===== config.mk =====
export PLATFORM = sky130hd
export DESIGN_NAME = sfa_fetch_path
export DESIGN_NICKNAME = d
export VERILOG_FILES = /design/src/rtl/sfa_pkg.sv /design/src/rtl/sfa_ctl_decode.sv /design/src/rtl/sfa_addr_mux.sv /design/src/rtl/sfa_instr_reg.sv /design/src/rtl/sfa_pc_unit.sv /design/src/rtl/sfa_fetch_path.sv
export SDC_FILE = /design/constraint.sdc
export NUM_CORES = 1
export LEC_CHECK = 0
export ABC_AREA = 1
export BUFFER_PORTS_ARGS = -buffer_cell sky130_fd_sc_hd__buf_2
export CORE_UTILIZATION = 30
export CTS_BUF_LIST = sky130_fd_sc_hd__clkbuf_16
export DETAILED_ROUTE_END_ITERATION = 6
export HOLD_SLACK_MARGIN = 0.15
export PLACE_DENSITY = 0.6
export SYNTH_ARGS = -nofsm -noshare
export SYNTH_HDL_FRONTEND = slang
export SYNTH_SLANG_ARGS = --single-unit

===== constraint.sdc =====
create_clock -name clk -period 2.25 [get_ports clk]
set_input_delay 0.1125 -clock clk [delete_from_list [all_inputs] [get_ports clk]]
set_output_delay 0.1125 -clock clk [all_outputs]
set_load 0.01 [all_outputs]

===== src/rtl/sfa_pkg.sv =====
package sfa_pkg;

    localparam int unsigned SFA_ADDR_W  = 16;
    localparam int unsigned SFA_INSTR_W = 16;
    localparam int unsigned SFA_OFF_W   = 6;
    localparam int unsigned SFA_OFF_LSB = 0;

    typedef enum logic {
        SRC_PC  = 1'b0,
        SRC_BUS = 1'b1
    } addr_src_e;

    typedef enum logic [1:0] {
        PC_HOLD = 2'd0,
        PC_INC  = 2'd1,
        PC_REL  = 2'd2
    } pc_op_e;

    typedef struct packed {
        logic sel_data;
        logic ir_load;
        logic pc_inc;
        logic pc_rel;
    } ctl_word_t;

    typedef struct packed {
        addr_src_e src;
        logic      ir_we;
        pc_op_e    pc_op;
    } ctl_dec_t;

    // A fetch cycle is the only one in which sequencing state may change.
    function automatic ctl_dec_t decode_ctl(input ctl_word_t cw);
        ctl_dec_t d;
        d.src   = cw.sel_data ? SRC_BUS : SRC_PC;
        d.ir_we = cw.ir_load && !cw.sel_data;
        if (cw.sel_data)    d.pc_op = PC_HOLD;
        else if (cw.pc_rel) d.pc_op = PC_REL;
        else if (cw.pc_inc) d.pc_op = PC_INC;
        else                d.pc_op = PC_HOLD;
        return d;
    endfunction

endpackage


===== src/rtl/sfa_ctl_decode.sv =====
module sfa_ctl_decode
    import sfa_pkg::*;
(
    input  ctl_word_t cw,
    output ctl_dec_t  dec
);
    always_comb begin
        dec = decode_ctl(cw);
    end
endmodule


===== src/rtl/sfa_addr_mux.sv =====
module sfa_addr_mux
    import sfa_pkg::*;
#(
    parameter int unsigned ADDR_W = SFA_ADDR_W
) (
    input  addr_src_e         src,
    input  logic [ADDR_W-1:0] pc_addr,
    input  logic [ADDR_W-1:0] bus_addr,
    output logic [ADDR_W-1:0] addr
);
    always_comb begin
        unique case (src)
            SRC_PC:  addr = pc_addr;
            SRC_BUS: addr = bus_addr;
            default: addr = pc_addr;
        endcase
    end
endmodule


===== src/rtl/sfa_instr_reg.sv =====
module sfa_instr_reg
    import sfa_pkg::*;
#(
    parameter int unsigned INSTR_W = SFA_INSTR_W
) (
    input  logic               clk,
    input  logic               rst,
    input  logic               we,
    input  logic [INSTR_W-1:0] d,
    output logic [INSTR_W-1:0] q
);
    always_ff @(posedge clk) begin
        if (rst)     q <= '0;
        else if (we) q <= d;
    end
endmodule


===== src/rtl/sfa_pc_unit.sv =====
module sfa_pc_unit
    import sfa_pkg::*;
#(
    parameter int unsigned ADDR_W = SFA_ADDR_W,
    parameter int unsigned OFF_W  = SFA_OFF_W
) (
    input  logic              clk,
    input  logic              rst,
    input  pc_op_e            op,
    input  logic [OFF_W-1:0]  offset,
    output logic [ADDR_W-1:0] pc
);
    localparam int unsigned EXT_W = ADDR_W - OFF_W;

    logic [ADDR_W-1:0] off_ext;
    logic [ADDR_W-1:0] pc_next;

    generate
        if (EXT_W > 0) begin : g_ext
            assign off_ext = {{EXT_W{offset[OFF_W-1]}}, offset};
        end else begin : g_noext
            assign off_ext = offset[ADDR_W-1:0];
        end
    endgenerate

    always_comb begin
        unique case (op)
            PC_INC:  pc_next = pc + ADDR_W'(1);
            PC_REL:  pc_next = pc + off_ext;
            default: pc_next = pc;
        endcase
    end

    always_ff @(posedge clk) begin
        if (rst) pc <= '0;
        else     pc <= pc_next;
    end
endmodule


===== src/rtl/sfa_fetch_path.sv =====
module sfa_fetch_path
    import sfa_pkg::*;
#(
    parameter int unsigned ADDR_W  = SFA_ADDR_W,
    parameter int unsigned INSTR_W = SFA_INSTR_W,
    parameter int unsigned OFF_W   = SFA_OFF_W,
    parameter int unsigned OFF_LSB = SFA_OFF_LSB
) (
    input  logic               clk,
    input  logic               rst,
    input  logic               sel_data,
    input  logic               ir_load,
    input  logic               pc_inc,
    input  logic               pc_rel,
    input  logic [ADDR_W-1:0]  bus_a,
    input  logic [INSTR_W-1:0] mem_rdata,
    output logic [ADDR_W-1:0]  mem_addr,
    output logic [INSTR_W-1:0] instr,
    output logic [ADDR_W-1:0]  pc
);
    ctl_word_t cw;
    ctl_dec_t  dec;

    assign cw = '{sel_data: sel_data, ir_load: ir_load,
                  pc_inc: pc_inc, pc_rel: pc_rel};

    sfa_ctl_decode u_dec (
        .cw  (cw),
        .dec (dec)
    );

    sfa_addr_mux #(.ADDR_W(ADDR_W)) u_mux (
        .src      (dec.src),
        .pc_addr  (pc),
        .bus_addr (bus_a),
        .addr     (mem_addr)
    );

    sfa_instr_reg #(.INSTR_W(INSTR_W)) u_ir (
        .clk (clk),
        .rst (rst),
        .we  (dec.ir_we),
        .d   (mem_rdata),
        .q   (instr)
    );

    sfa_pc_unit #(.ADDR_W(ADDR_W), .OFF_W(OFF_W)) u_pc (
        .clk    (clk),
        .rst    (rst),
        .op     (dec.pc_op),
        .offset (instr[OFF_LSB +: OFF_W]),
        .pc     (pc)
    );
endmodule


==> metrics.txt, run 1 <==
# TYPE chip_impl_metric gauge
chip_impl_metric{name="post_synth.cell_area_avg",unit="µm²"} 6.28
chip_impl_metric{name="floorplan.initialDensity",unit="%"} 31.5
chip_impl_info{name="cp_common_cell",value="sky130_fd_sc_hd__nand2_1"} 1
chip_impl_info{name="hold_class",value="input port to register"} 1
chip_impl_info{name="post_synth_main_area_contributors",value="sky130_fd_sc_hd__dfxtp_1 (28%), sky130_fd_sc_hd__nand2_1 (14%), sky130_fd_sc_hd__o21ai_0 (9.8%), sky130_fd_sc_hd__inv_1 (8.0%), sky130_fd_sc_hd__nor2_1 (6.7%)"} 1
chip_impl_metric{name="power_density",unit="nW/µm²"} 600
chip_impl_metric{name="report.power.total",unit="mW"} 1.89
chip_impl_metric{name="htree_num_levels",unit=""} 2
chip_impl_metric{name="vias",unit=""} 2629
chip_impl_info{name="critPathLaunch",value="sel_data"} 1
chip_impl_metric{name="synth_edf_count",unit=""} 0
chip_impl_metric{name="firstDrtPassIters",unit=""} 4
chip_impl_info{name="timing.critical_path.to_type",value="register"} 1
chip_impl_metric{name="critical_path_arrival",unit="ps"} 2150
chip_impl_info{name="status",value="complete, no violations"} 1
chip_impl_info{name="critical_path.cell_chain",value="buf_2 -> inv_2 -> nand3_1 -> ha_1 -> nand2_1 -> inv_1 -> ha_1 -> or2_2 -> nand3b_1 -> nand2_1 -> nand2_1 -> nand2_2 -> nand2_1 -> nand2_1 -> a21oi_1 -> o21ai_0 -> nand2_1 -> inv_1"} 1
chip_impl_metric{name="layout.nets",unit=""} 512
chip_impl_info{name="setup_repair_after_global_routing_missed_its_margin",value="false"} 1
chip_impl_metric{name="setup_violations",unit=""} 0
chip_impl_metric{name="async_reset_ff_share",unit="%"} 0
chip_impl_metric{name="max_slew.worst_pin.slew",unit="ps"} 492
chip_impl_info{name="synthTopCellsByCount",value="sky130_fd_sc_hd__nand2_1 (84), sky130_fd_sc_hd__inv_1 (49), sky130_fd_sc_hd__o21ai_0 (45)"} 1
chip_impl_metric{name="grt_start_max_net_pins",unit=""} 27
chip_impl_metric{name="design.portCount",unit=""} 86
chip_impl_metric{name="antenna_found_initial",unit=""} 0
chip_impl_metric{name="netlist.area_leader.share",unit="%"} 27.8
chip_impl_info{name="cts_root_buffer",value="sky130_fd_sc_hd__clkbuf_16"} 1
chip_impl_metric{name="timing.hold.ws",unit="ps"} 210
chip_impl_metric{name="worst_ep_required_time",unit="ps"} 2430
chip_impl_metric{name="mappedNetlistArea",unit="µm²"} 2310
chip_impl_metric{name="grt_first_pass_wirelength",unit="µm"} 11300
chip_impl_metric{name="synthesis.yosys.warnings",unit=""} 0
chip_impl_metric{name="post_synth_num_cell_types",unit=""} 31
chip_impl_metric{name="synth-seq-area-share",unit="%"} 27.8
chip_impl_metric{name="drt_iter0_drc",unit=""} 113
chip_impl_metric{name="post_cts_buffers",unit=""} 0
chip_impl_metric{name="grt_overflow_total",unit=""} 0
chip_impl_metric{name="finalWirelength",unit="µm"} 6860
chip_impl_metric{name="groute.usage.overall",unit="%"} 18.3
chip_impl_metric{name="final.setup.tns",unit="ps"} 0
chip_impl_metric{name="core_region_area",unit="µm²"} 7330
chip_impl_metric{name="clkTransAtPathRegs",unit="ps"} 50
chip_impl_metric{name="syn2layout_area_growth",unit="%"} 36.4
chip_impl_metric{name="floorplan.die_area",unit="µm²"} 8040
chip_impl_info{name="synth_top_flop_cell",value="sky130_fd_sc_hd__dfxtp_1"} 1
chip_impl_info{name="timing.critical_path.slowest_stage_cell",value="sky130_fd_sc_hd__or2_2"} 1
chip_impl_metric{name="fmaxAchievable",unit="MHz"} 506
chip_impl_info{name="worstReg2RegStart",value="u_ir.q[0]"} 1
chip_impl_metric{name="fin_ws",unit="ps"} 272
chip_impl_metric{name="first_global_vias",unit=""} 2441
chip_impl_metric{name="critical_path_buf_inv_count",unit=""} 4
chip_impl_metric{name="synth_cells",unit=""} 367
chip_impl_info{name="tritoncts",value="built"} 1
chip_impl_metric{name="timing.slew.headroom",unit="%"} 67.2
chip_impl_metric{name="hold_violations",unit=""} 0
chip_impl_info{name="worstSetupPathType",value="input port to register"} 1
chip_impl_metric{name="dpl.hpwl",unit="µm"} 5130
chip_impl_metric{name="clk-insertion-delay-late",unit="ps"} 280
chip_impl_metric{name="drc",unit=""} 0
chip_impl_info{name="synthMostInstantiatedCell",value="sky130_fd_sc_hd__nand2_1"} 1
chip_impl_metric{name="mappedNetlistNets",unit=""} 412
chip_impl_metric{name="drt.antenna.violating_nets",unit=""} 0
chip_impl_metric{name="fin_crit_sh",unit="%"} 87.9
chip_impl_metric{name="worst-path-stages",unit=""} 18
chip_impl_metric{name="max_stage_delay",unit="ps"} 290
chip_impl_metric{name="critical_path.max_fanout",unit=""} 6
chip_impl_metric{name="cts-buffers-inserted",unit=""} 5
chip_impl_metric{name="skew",unit="ps"} 3.55
chip_impl_info{name="yosysTopAreaCell",value="sky130_fd_sc_hd__dfxtp_1"} 1
chip_impl_metric{name="cts_resized",unit=""} 0
chip_impl_metric{name="std_cell_rows",unit=""} 31
chip_impl_info{name="hold_start",value="rst"} 1
chip_impl_metric{name="hold-path-cell-count",unit=""} 2
chip_impl_metric{name="insertedDiodeCount",unit=""} 0
chip_impl_metric{name="portBuffers",unit=""} 85
chip_impl_metric{name="clk_path_buf_depth",unit=""} 2
chip_impl_metric{name="dieWidth",unit="µm"} 89.7
chip_impl_metric{name="die_h",unit="µm"} 89.7
chip_impl_metric{name="max-cap-violations",unit=""} 0
chip_impl_metric{name="final_util",unit="%"} 42.9
chip_impl_metric{name="avgViaCountPerCell",unit=""} 4.64
chip_impl_metric{name="post-place-ws",unit="ps"} 0.695
chip_impl_metric{name="drive_above_1_share",unit="%"} 28.2
chip_impl_metric{name="fillCellCount",unit=""} 778
chip_impl_metric{name="ys_seq_elements",unit=""} 32
chip_impl_info{name="startpoint_type",value="input port"} 1
chip_impl_metric{name="clock_sinks",unit=""} 32
chip_impl_info{name="crit_family",value="simple AND/OR/NAND/NOR gates"} 1
chip_impl_metric{name="maxSlewViolCount",unit=""} 0
chip_impl_metric{name="reg2reg_depth",unit=""} 14
chip_impl_metric{name="avgRoutedWirePerCell",unit="µm"} 12.1
chip_impl_metric{name="leakagePower",unit="nW"} 1.74
chip_impl_metric{name="place.gp.congestion",unit=""} 0.940
chip_impl_metric{name="power.ir.vdd_worst",unit="mV"} 0.337
chip_impl_metric{name="final_period_minus_worst_setup_slack",unit="ps"} 1980
[sequential cells by signal, summed over array words and instances, names as in the netlist]
register	flops
u_ir.q	16
u_pc.pc	16
[area by class of cell]
type                            instances  area [µm²]  area share, %
Clock buffer                            5         125           3.98
Clock inverter                          3        38.8           1.23
Inverter                               51         194           6.17
Multi-Input combinational cell        270        1390           44.3
Sequential cell                        32         641           20.4
Tap cell                               99         124           3.94
Timing Repair Buffer                  107         631           20.0
[final timing paths]
check,end,slack (ps)
hold / removal,u_pc.pc[15],210
setup / recovery,u_pc.pc[11],270
setup reg to reg,u_pc.pc[14],320
hold reg to reg,u_ir.q[8],480
[report_power, final]
part | total [mW] | internal, mW | switching [mW]
combinational | 0.469 | 0.190 | 0.279
sequential | 0.655 | 0.614 | 0.0412
clock | 0.765 | 0.516 | 0.249
[cell families (layout without fill, tap and decap cells)]
kind of cell	count (synthesis)	after routing	share of synthesized area, %
AND/OR/NAND/NOR	181	181	35.9
AO/OA/AOI/OAI	73	73	16.9
buffers and inverters	65	166	11.8
flip-flops	32	32	27.8
XOR/XNOR	9	9	3.42
adder cells (fa/ha/maj)	7	7	4.12
[cell usage in the layout, fill, tap and decap left out, types with 2 or more instances in the layout]
cell type and instances:
sky130_fd_sc_hd__a21oi_1 20, sky130_fd_sc_hd__a21oi_2 2, sky130_fd_sc_hd__a41oi_1 3, sky130_fd_sc_hd__buf_2 85, sky130_fd_sc_hd__buf_4 6, sky130_fd_sc_hd__clkbuf_16 5
sky130_fd_sc_hd__dfxtp_1 32, sky130_fd_sc_hd__dlygate4sd3_1 16, sky130_fd_sc_hd__ha_1 6, sky130_fd_sc_hd__inv_1 50, sky130_fd_sc_hd__nand2_1 84, sky130_fd_sc_hd__nand2_2 15
sky130_fd_sc_hd__nand2_4 4, sky130_fd_sc_hd__nand3_1 23, sky130_fd_sc_hd__nand4_1 3, sky130_fd_sc_hd__nor2_1 41, sky130_fd_sc_hd__nor2_2 5, sky130_fd_sc_hd__nor3_2 2
sky130_fd_sc_hd__o21ai_0 45, sky130_fd_sc_hd__xnor2_1 3, sky130_fd_sc_hd__xor2_1 6
[per-layer routing]
layer	vias to the layer above	global-route usage [%]	part of all wire, %
li1	1359	-	-
met1	1173	22.3	43
met2	87	31.5	48
met3	10	3.84	7.4
met4	0	7.36	1.2
met5	-	0	0
[what timing repair did]
| item | in CTS | in global routing |
|---|---|---|
| hold buffers | 16 | 0 |
| setup endpoints to repair | 0 | 0 |
| endpoints found under the hold margin | 16 | 0 |
[through the flow]
step	instance area, µm²	instances
after global placement	2820	543
after global routing	3150	567
after CTS	3150	567
after floorplan	2310	367
final	3150	567
after detailed placement	2820	543
Note: power is estimated with default switching activity, not from simulation.
==> inputs of run 2 (changes only) <==
BUFFER_PORTS_ARGS = not set   (was -buffer_cell sky130_fd_sc_hd__buf_2)
DONT_BUFFER_PORTS = 1   (was not set)
PLACE_DENSITY = 0.5   (was 0.6)
SLEW_MARGIN = 20   (was not set)
==> run 2 against run 1 <==
- combinational power is 26% lower
- critical endpoint is now u_pc.pc[8]
- largest power group is now registers
- cell count is 14% lower
- highest routed layer unchanged
- count of clock-buffer cells in the layout stayed put
- non-clock buffer count is 82 lower
==> metrics.txt, run 2 (same netlist as run 1, synthesis figures left out) <==
# TYPE chip_impl_metric gauge
chip_impl_info{name="status",value="complete, no violations"} 1
chip_impl_metric{name="r2r_slack",unit="ps"} 230
chip_impl_metric{name="clk_path_buf_depth",unit=""} 2
chip_impl_metric{name="netSwitchingPower",unit="mW"} 0.561
chip_impl_metric{name="power.switching_fraction",unit="%"} 32.9
chip_impl_info{name="layout_common_cells",value="sky130_fd_sc_hd__nand2_1 (84), sky130_fd_sc_hd__inv_1 (49), sky130_fd_sc_hd__o21ai_0 (45), sky130_fd_sc_hd__nor2_1 (41), sky130_fd_sc_hd__dfxtp_1 (32)"} 1
chip_impl_metric{name="grt_overflow_total",unit=""} 0
chip_impl_metric{name="leakagePower",unit="nW"} 1.36
chip_impl_metric{name="cts_resized",unit=""} 0
chip_impl_metric{name="place.gp.congestion",unit=""} 0.824
chip_impl_metric{name="dieWidth",unit="µm"} 89.7
chip_impl_info{name="worstSetupPathType",value="register to register"} 1
chip_impl_info{name="timing.critical_path.to_type",value="register"} 1
chip_impl_info{name="holdPathEnd",value="u_ir.q[0]"} 1
chip_impl_metric{name="hold-path-cell-count",unit=""} 3
chip_impl_metric{name="worst_ep_required_time",unit="ps"} 2420
chip_impl_metric{name="maxSlewViolCount",unit=""} 0
chip_impl_metric{name="fmaxAchievable",unit="MHz"} 495
chip_impl_info{name="reg.largest.list",value="u_ir.q: 16 flops, u_pc.pc: 16 flops"} 1
chip_impl_metric{name="drt.antenna.violating_nets",unit=""} 0
chip_impl_metric{name="core_region_area",unit="µm²"} 7330
chip_impl_info{name="cp_common_cell",value="sky130_fd_sc_hd__nand2_1"} 1
chip_impl_metric{name="cts_hold_buf",unit=""} 17
chip_impl_metric{name="fin_ws",unit="ps"} 230
chip_impl_metric{name="grt_start_max_net_pins",unit=""} 32
chip_impl_metric{name="design.portCount",unit=""} 86
chip_impl_metric{name="timing.slew.headroom",unit="%"} 56.2
chip_impl_info{name="worstReg2RegStart",value="u_ir.q[0]"} 1
chip_impl_metric{name="drt_iter0_drc",unit=""} 108
chip_impl_metric{name="first_global_vias",unit=""} 2316
chip_impl_metric{name="power_report.internal_total",unit="mW"} 1.15
chip_impl_info{name="tritoncts",value="built"} 1
chip_impl_metric{name="grt_first_pass_wirelength",unit="µm"} 11100
chip_impl_info{name="hold_start",value="ir_load"} 1
chip_impl_metric{name="area_of_the_multi_input_gates",unit="µm²"} 1390
chip_impl_metric{name="max-cap-violations",unit=""} 0
chip_impl_metric{name="firstDrtPassIters",unit=""} 4
chip_impl_metric{name="skew",unit="ps"} 4.47
chip_impl_metric{name="clkTransAtPathRegs",unit="ps"} 60
chip_impl_metric{name="cts-buffers-inserted",unit=""} 5
chip_impl_metric{name="insertedDiodeCount",unit=""} 0
chip_impl_metric{name="finalWirelength",unit="µm"} 6730
chip_impl_metric{name="drc",unit=""} 0
chip_impl_metric{name="setup_violations",unit=""} 0
chip_impl_metric{name="post-place-ws",unit="ps"} 90.8
chip_impl_info{name="cts_root_buffer",value="sky130_fd_sc_hd__clkbuf_16"} 1
chip_impl_info{name="startpoint_type",value="register"} 1
chip_impl_metric{name="avgRoutedWirePerCell",unit="µm"} 13.9
chip_impl_metric{name="vias",unit=""} 2298
chip_impl_metric{name="reg2reg_depth",unit=""} 13
chip_impl_metric{name="ff_latch_area",unit="µm²"} 641
chip_impl_metric{name="htree_num_levels",unit=""} 2
chip_impl_metric{name="critical_path_arrival",unit="ps"} 2190
chip_impl_metric{name="groute.usage.overall",unit="%"} 18.3
chip_impl_metric{name="max_slew.worst_pin.slew",unit="ps"} 654
chip_impl_metric{name="power_share_of_the_sequential_group",unit="%"} 40.1
chip_impl_metric{name="power.ir.vdd_worst",unit="mV"} 0.410
chip_impl_info{name="hold_class",value="input port to register"} 1
chip_impl_metric{name="syn2layout_area_growth",unit="%"} 18.2
chip_impl_metric{name="critical_path.max_fanout",unit=""} 4
chip_impl_metric{name="fillCellCount",unit=""} 822
chip_impl_metric{name="dpl.hpwl",unit="µm"} 5050
chip_impl_metric{name="post_cts_buffers",unit=""} 0
chip_impl_info{name="critical_path.cell_chain",value="inv_1 -> nand2_1 -> ha_1 -> fa_1 -> nand3_1 -> nand2_1 -> nand2_1 -> nand2_2 -> nand2_1 -> nand2_1 -> xor2_1 -> o21ai_1 -> inv_1"} 1
chip_impl_metric{name="max_stage_delay",unit="ps"} 400
chip_impl_metric{name="final_period_minus_worst_setup_slack",unit="ps"} 2020
chip_impl_metric{name="power_density",unit="nW/µm²"} 626
chip_impl_metric{name="portBuffers",unit=""} 0
chip_impl_metric{name="final.setup.tns",unit="ps"} 0
chip_impl_metric{name="std_cell_rows",unit=""} 31
chip_impl_metric{name="hold_violations",unit=""} 0
chip_impl_metric{name="clk-insertion-delay-late",unit="ps"} 280
chip_impl_metric{name="antenna_found_initial",unit=""} 0
chip_impl_metric{name="avgViaCountPerCell",unit=""} 4.74
chip_impl_metric{name="power.share.combinational",unit="%"} 20.3
chip_impl_info{name="mostFrequentLayoutCell",value="sky130_fd_sc_hd__nand2_1"} 1
chip_impl_metric{name="drive_above_1_share",unit="%"} 12.7
chip_impl_metric{name="p_clk_share",unit="%"} 39.5
chip_impl_metric{name="die_h",unit="µm"} 89.7
chip_impl_info{name="rr_endpoint",value="u_pc.pc[8]"} 1
chip_impl_info{name="timing.critical_path.slowest_stage_cell",value="sky130_fd_sc_hd__fa_1"} 1
chip_impl_metric{name="fin_crit_sh",unit="%"} 89.8
chip_impl_metric{name="clock_sinks",unit=""} 32
chip_impl_metric{name="floorplan.initialDensity",unit="%"} 31.5
chip_impl_metric{name="floorplan.die_area",unit="µm²"} 8040
chip_impl_metric{name="layout.nets",unit=""} 430
chip_impl_info{name="setup_repair_after_global_routing_missed_its_margin",value="false"} 1
run 2: changes by cell type in the layout (fill, tap and decap cells not counted):
cell	before	now
sky130_fd_sc_hd__clkinv_1	0	1
sky130_fd_sc_hd__bufinv_16	1	0
sky130_fd_sc_hd__inv_1	50	49
sky130_fd_sc_hd__clkinv_2	1	0
sky130_fd_sc_hd__dlygate4sd3_1	16	17
sky130_fd_sc_hd__clkinvlp_4	0	2
sky130_fd_sc_hd__buf_4	6	8
sky130_fd_sc_hd__buf_2	85	0
run 2: cell type report:
cell class / instances / share of cell area (%)
timing repair buffer: 25 / 8.45
clock inverter: 3 / 0.689
tap: 99 / 4.55
inverter: 51 / 7.12
sequential: 32 / 23.5
clock buffer: 5 / 4.59
multi-input combinational: 270 / 51.1
run 2: per-layer routing:
metal / vias up / part of all wire (%) / GRT usage (%)
met4: 0 / 1.8 / 5.34
li1: 1204 / - / -
met1: 1010 / 44 / 22.2
met3: 13 / 6.5 / 4.57
met2: 71 / 48 / 31.8
met5: - / 0 / 0
run 2: critical path, delay by kind of cell (launching register included):
kind                     cells  cell delay [ps]
buffers and inverters        2              140
AO/OA/AOI/OAI                1              120
flip-flops                   1              340
AND/OR/NAND/NOR              7              580
adder cells (fa/ha/maj)      2              610
XOR/XNOR                     1              140
run 2: metrics by stage:
step	power [mW]	instance area (µm²)	hold slack, ps	util [%]	instances
floorplan	0.947	2310	269	-	367
global placement	1.02	2410	179	32.9	460
detailed placement	1.02	2410	183	32.9	460
CTS	1.73	2730	219	37.2	485
global route	1.81	2730	255	37.2	485
finish	1.71	2730	222	37.2	485
run 2: power by group through the flow:
| stage | sequential, mW | combinational, mW | clock [mW] |
|---|---|---|---|
| floorplan | 0.681 | 0.266 | 0 |
| global placement | 0.698 | 0.318 | 0 |
| detailed placement | 0.698 | 0.320 | 0 |
| CTS | 0.685 | 0.347 | 0.694 |
| global route | 0.693 | 0.395 | 0.720 |
| finish | 0.685 | 0.347 | 0.675 |
run 2: worst max-delay path by stage:
stage	slack, ps	cells past startpoint	end	from
2_1_floorplan	5	17	u_pc.pc[8]	sel_data
3_3_place_gp	110	17	u_pc.pc[11]	pc_rel
3_5_place_dp	90	17	u_pc.pc[11]	pc_rel
4_1_cts	240	13	u_pc.pc[8]	u_ir.q[0]
5_1_grt	50	14	u_pc.pc[9]	u_ir.q[2]
6_report	230	13	u_pc.pc[8]	u_ir.q[0]
==> inputs of run 3 (changes only) <==
PLACE_DENSITY = 0.49   (was 0.5)
clock period = 2.08 ns   (was 2.25 ns; I/O delays follow)
==> run 3 against run 2 <==
- via count increased by 1.1%
- clock skew up 1.8 ps
- sequential cell count unchanged
- setup slack lost 59 ps
- critical path type unchanged
- highest routed layer unchanged
==> metrics.txt, run 3 (same netlist as run 1, synthesis figures left out) <==
# TYPE chip_impl_metric gauge
chip_impl_metric{name="drive_above_1_share",unit="%"} 16.6
chip_impl_metric{name="first_global_vias",unit=""} 2149
chip_impl_metric{name="portBuffers",unit=""} 0
chip_impl_metric{name="finalWirelength",unit="µm"} 6830
chip_impl_info{name="hold_class",value="input port to register"} 1
chip_impl_metric{name="layout.nets",unit=""} 435
chip_impl_metric{name="hold_violations",unit=""} 0
chip_impl_metric{name="core_region_area",unit="µm²"} 7330
chip_impl_metric{name="syn2layout_area_growth",unit="%"} 22.8
chip_impl_metric{name="dpl.hpwl",unit="µm"} 5030
chip_impl_info{name="timing.critical_path.to_type",value="register"} 1
chip_impl_metric{name="clk-insertion-delay-late",unit="ps"} 290
chip_impl_metric{name="drt.antenna.violating_nets",unit=""} 0
chip_impl_metric{name="fmaxAchievable",unit="MHz"} 524
chip_impl_metric{name="drc",unit=""} 0
chip_impl_metric{name="htree_num_levels",unit=""} 2
chip_impl_metric{name="timing.slew.headroom",unit="%"} 58.3
chip_impl_info{name="tritoncts",value="built"} 1
chip_impl_metric{name="fillCellCount",unit=""} 774
chip_impl_info{name="critPathLaunch",value="u_ir.q[0]"} 1
chip_impl_metric{name="post-place-ws",unit="ps"} 48.3
chip_impl_metric{name="grt_overflow_total",unit=""} 0
chip_impl_info{name="layout_common_cells",value="sky130_fd_sc_hd__nand2_1 (82), sky130_fd_sc_hd__inv_1 (48), sky130_fd_sc_hd__o21ai_0 (43), sky130_fd_sc_hd__nor2_1 (40), sky130_fd_sc_hd__dfxtp_1 (31)"} 1
chip_impl_metric{name="grt_start_max_net_pins",unit=""} 32
chip_impl_info{name="worstSetupPathType",value="register to register"} 1
chip_impl_info{name="rr_endpoint",value="u_pc.pc[8]"} 1
chip_impl_metric{name="grt_first_pass_wirelength",unit="µm"} 10700
chip_impl_metric{name="critical_path_arrival",unit="ps"} 2100
chip_impl_metric{name="power_density",unit="nW/µm²"} 713
chip_impl_info{name="status",value="complete, no violations"} 1
chip_impl_metric{name="final_util",unit="%"} 38.6
chip_impl_metric{name="max_slew.worst_pin.slew",unit="ps"} 623
chip_impl_metric{name="vias",unit=""} 2323
chip_impl_metric{name="reg2reg_depth",unit=""} 13
chip_impl_metric{name="r2r_slack",unit="ps"} 170
chip_impl_metric{name="clock_sinks",unit=""} 32
chip_impl_info{name="cts_root_buffer",value="sky130_fd_sc_hd__clkbuf_16"} 1
chip_impl_metric{name="floorplan.die_area",unit="µm²"} 8040
chip_impl_metric{name="skew",unit="ps"} 6.27
chip_impl_info{name="startpoint_type",value="register"} 1
chip_impl_metric{name="avgViaCountPerCell",unit=""} 4.74
chip_impl_metric{name="setup_violations",unit=""} 0
chip_impl_metric{name="floorplan.initialDensity",unit="%"} 31.5
chip_impl_metric{name="power.ir.vdd_worst",unit="mV"} 0.321
chip_impl_metric{name="die_h",unit="µm"} 89.7
chip_impl_metric{name="antenna_found_initial",unit=""} 0
chip_impl_metric{name="place.gp.congestion",unit=""} 0.892
chip_impl_info{name="worstReg2RegStart",value="u_ir.q[0]"} 1
chip_impl_metric{name="maxSlewViolCount",unit=""} 0
chip_impl_metric{name="fin_crit_sh",unit="%"} 91.7
chip_impl_info{name="reg.largest.list",value="u_ir.q: 16 flops, u_pc.pc: 16 flops"} 1
chip_impl_metric{name="final_period_minus_worst_setup_slack",unit="ps"} 1910
chip_impl_metric{name="fin_ws",unit="ps"} 172
chip_impl_metric{name="dieWidth",unit="µm"} 89.7
chip_impl_info{name="mostFrequentLayoutCell",value="sky130_fd_sc_hd__nand2_1"} 1
chip_impl_metric{name="groute.usage.overall",unit="%"} 18.0
chip_impl_metric{name="max-cap-violations",unit=""} 0
chip_impl_metric{name="worst_ep_required_time",unit="ps"} 2270
chip_impl_metric{name="cts-buffers-inserted",unit=""} 5
chip_impl_metric{name="insertedDiodeCount",unit=""} 0
chip_impl_metric{name="clk_path_buf_depth",unit=""} 2
chip_impl_metric{name="design.portCount",unit=""} 86
chip_impl_metric{name="std_cell_rows",unit=""} 31
chip_impl_metric{name="avgRoutedWirePerCell",unit="µm"} 13.9
chip_impl_info{name="setup_repair_after_global_routing_missed_its_margin",value="false"} 1
chip_impl_metric{name="critical_path.max_fanout",unit=""} 4
chip_impl_info{name="crit_path_end",value="u_pc.pc[8]"} 1
chip_impl_metric{name="final.setup.tns",unit="ps"} 0
chip_impl_metric{name="firstDrtPassIters",unit=""} 4
chip_impl_metric{name="drt_iter0_drc",unit=""} 104
chip_impl_metric{name="leakagePower",unit="nW"} 1.39
chip_impl_metric{name="clkTransAtPathRegs",unit="ps"} 60
run 3: layer usage:
metal | vias to the layer above | global-route usage (%) | wire (µm)
met3 | 9 | 4.30 | 431
li1 | 1209 | - | -
met4 | 0 | 6.06 | 102
met2 | 73 | 29.3 | 3070
met5 | - | 0 | 0
met1 | 1032 | 23.3 | 3220
run 3: worst max-delay path: stages (launching register included):
cell and delay, ps:
sky130_fd_sc_hd__dfxtp_1 350, sky130_fd_sc_hd__inv_1 80, sky130_fd_sc_hd__nand2_1 60, sky130_fd_sc_hd__ha_2 190, sky130_fd_sc_hd__fa_2 390, sky130_fd_sc_hd__nand3_2 80, sky130_fd_sc_hd__nand2_2 70, sky130_fd_sc_hd__nand2_1 80
sky130_fd_sc_hd__nand2_2 80, sky130_fd_sc_hd__nand2_1 70, sky130_fd_sc_hd__nand2_1 50, sky130_fd_sc_hd__xor2_1 150, sky130_fd_sc_hd__o21ai_1 120, sky130_fd_sc_hd__inv_1 40
run 3: timing repair:
action | 4_1_cts | 5_1_grt
setup endpoints to repair | 0 | 1
buffers inserted | 0 | 0
hold endpoints to repair | 29 | 0
hold buffers | 17 | 0
resized for setup | 0 | 1
run 3: worst min path at each step:
stage	start	to	slack, ps	depth (start not counted)
finish	ir_load	u_ir.q[0]	210	3
detailed placement	rst	u_pc.pc[15]	170	1
global placement	rst	u_pc.pc[15]	170	1
global route	ir_load	u_ir.q[0]	270	3
CTS	ir_load	u_ir.q[0]	210	3
floorplan	rst	u_pc.pc[2]	260	3
run 3: stage by stage:
step	std cells	hold slack [ps]	total power [mW]	cell area, µm²
2_1_floorplan	367	260	1.04	2360
3_3_place_gp	465	171	1.12	2490
3_5_place_dp	465	172	1.12	2490
4_1_cts	490	206	2.03	2830
5_1_grt	490	265	2.13	2830
6_report	490	215	2.02	2830
run 3: cell type report:
class                           instances  area [µm²]  share of cell area (%)
Clock buffer                            5         125                    4.42
Timing Repair Buffer                   30         268                    9.46
Multi-Input combinational cell        270        1430                    50.6
Inverter                               51         194                    6.85
Tap cell                               99         124                    4.37
Clock inverter                          3        46.3                    1.63
Sequential cell                        32         642                    22.7
run 3: where the power goes:
part | total [mW] | switching (mW) | internal [mW]
Sequential | 0.732 | 0.0688 | 0.664
Clock | 0.882 | 0.313 | 0.569
Combinational | 0.405 | 0.255 | 0.150
Total | 2.02 | 0.636 | 1.38
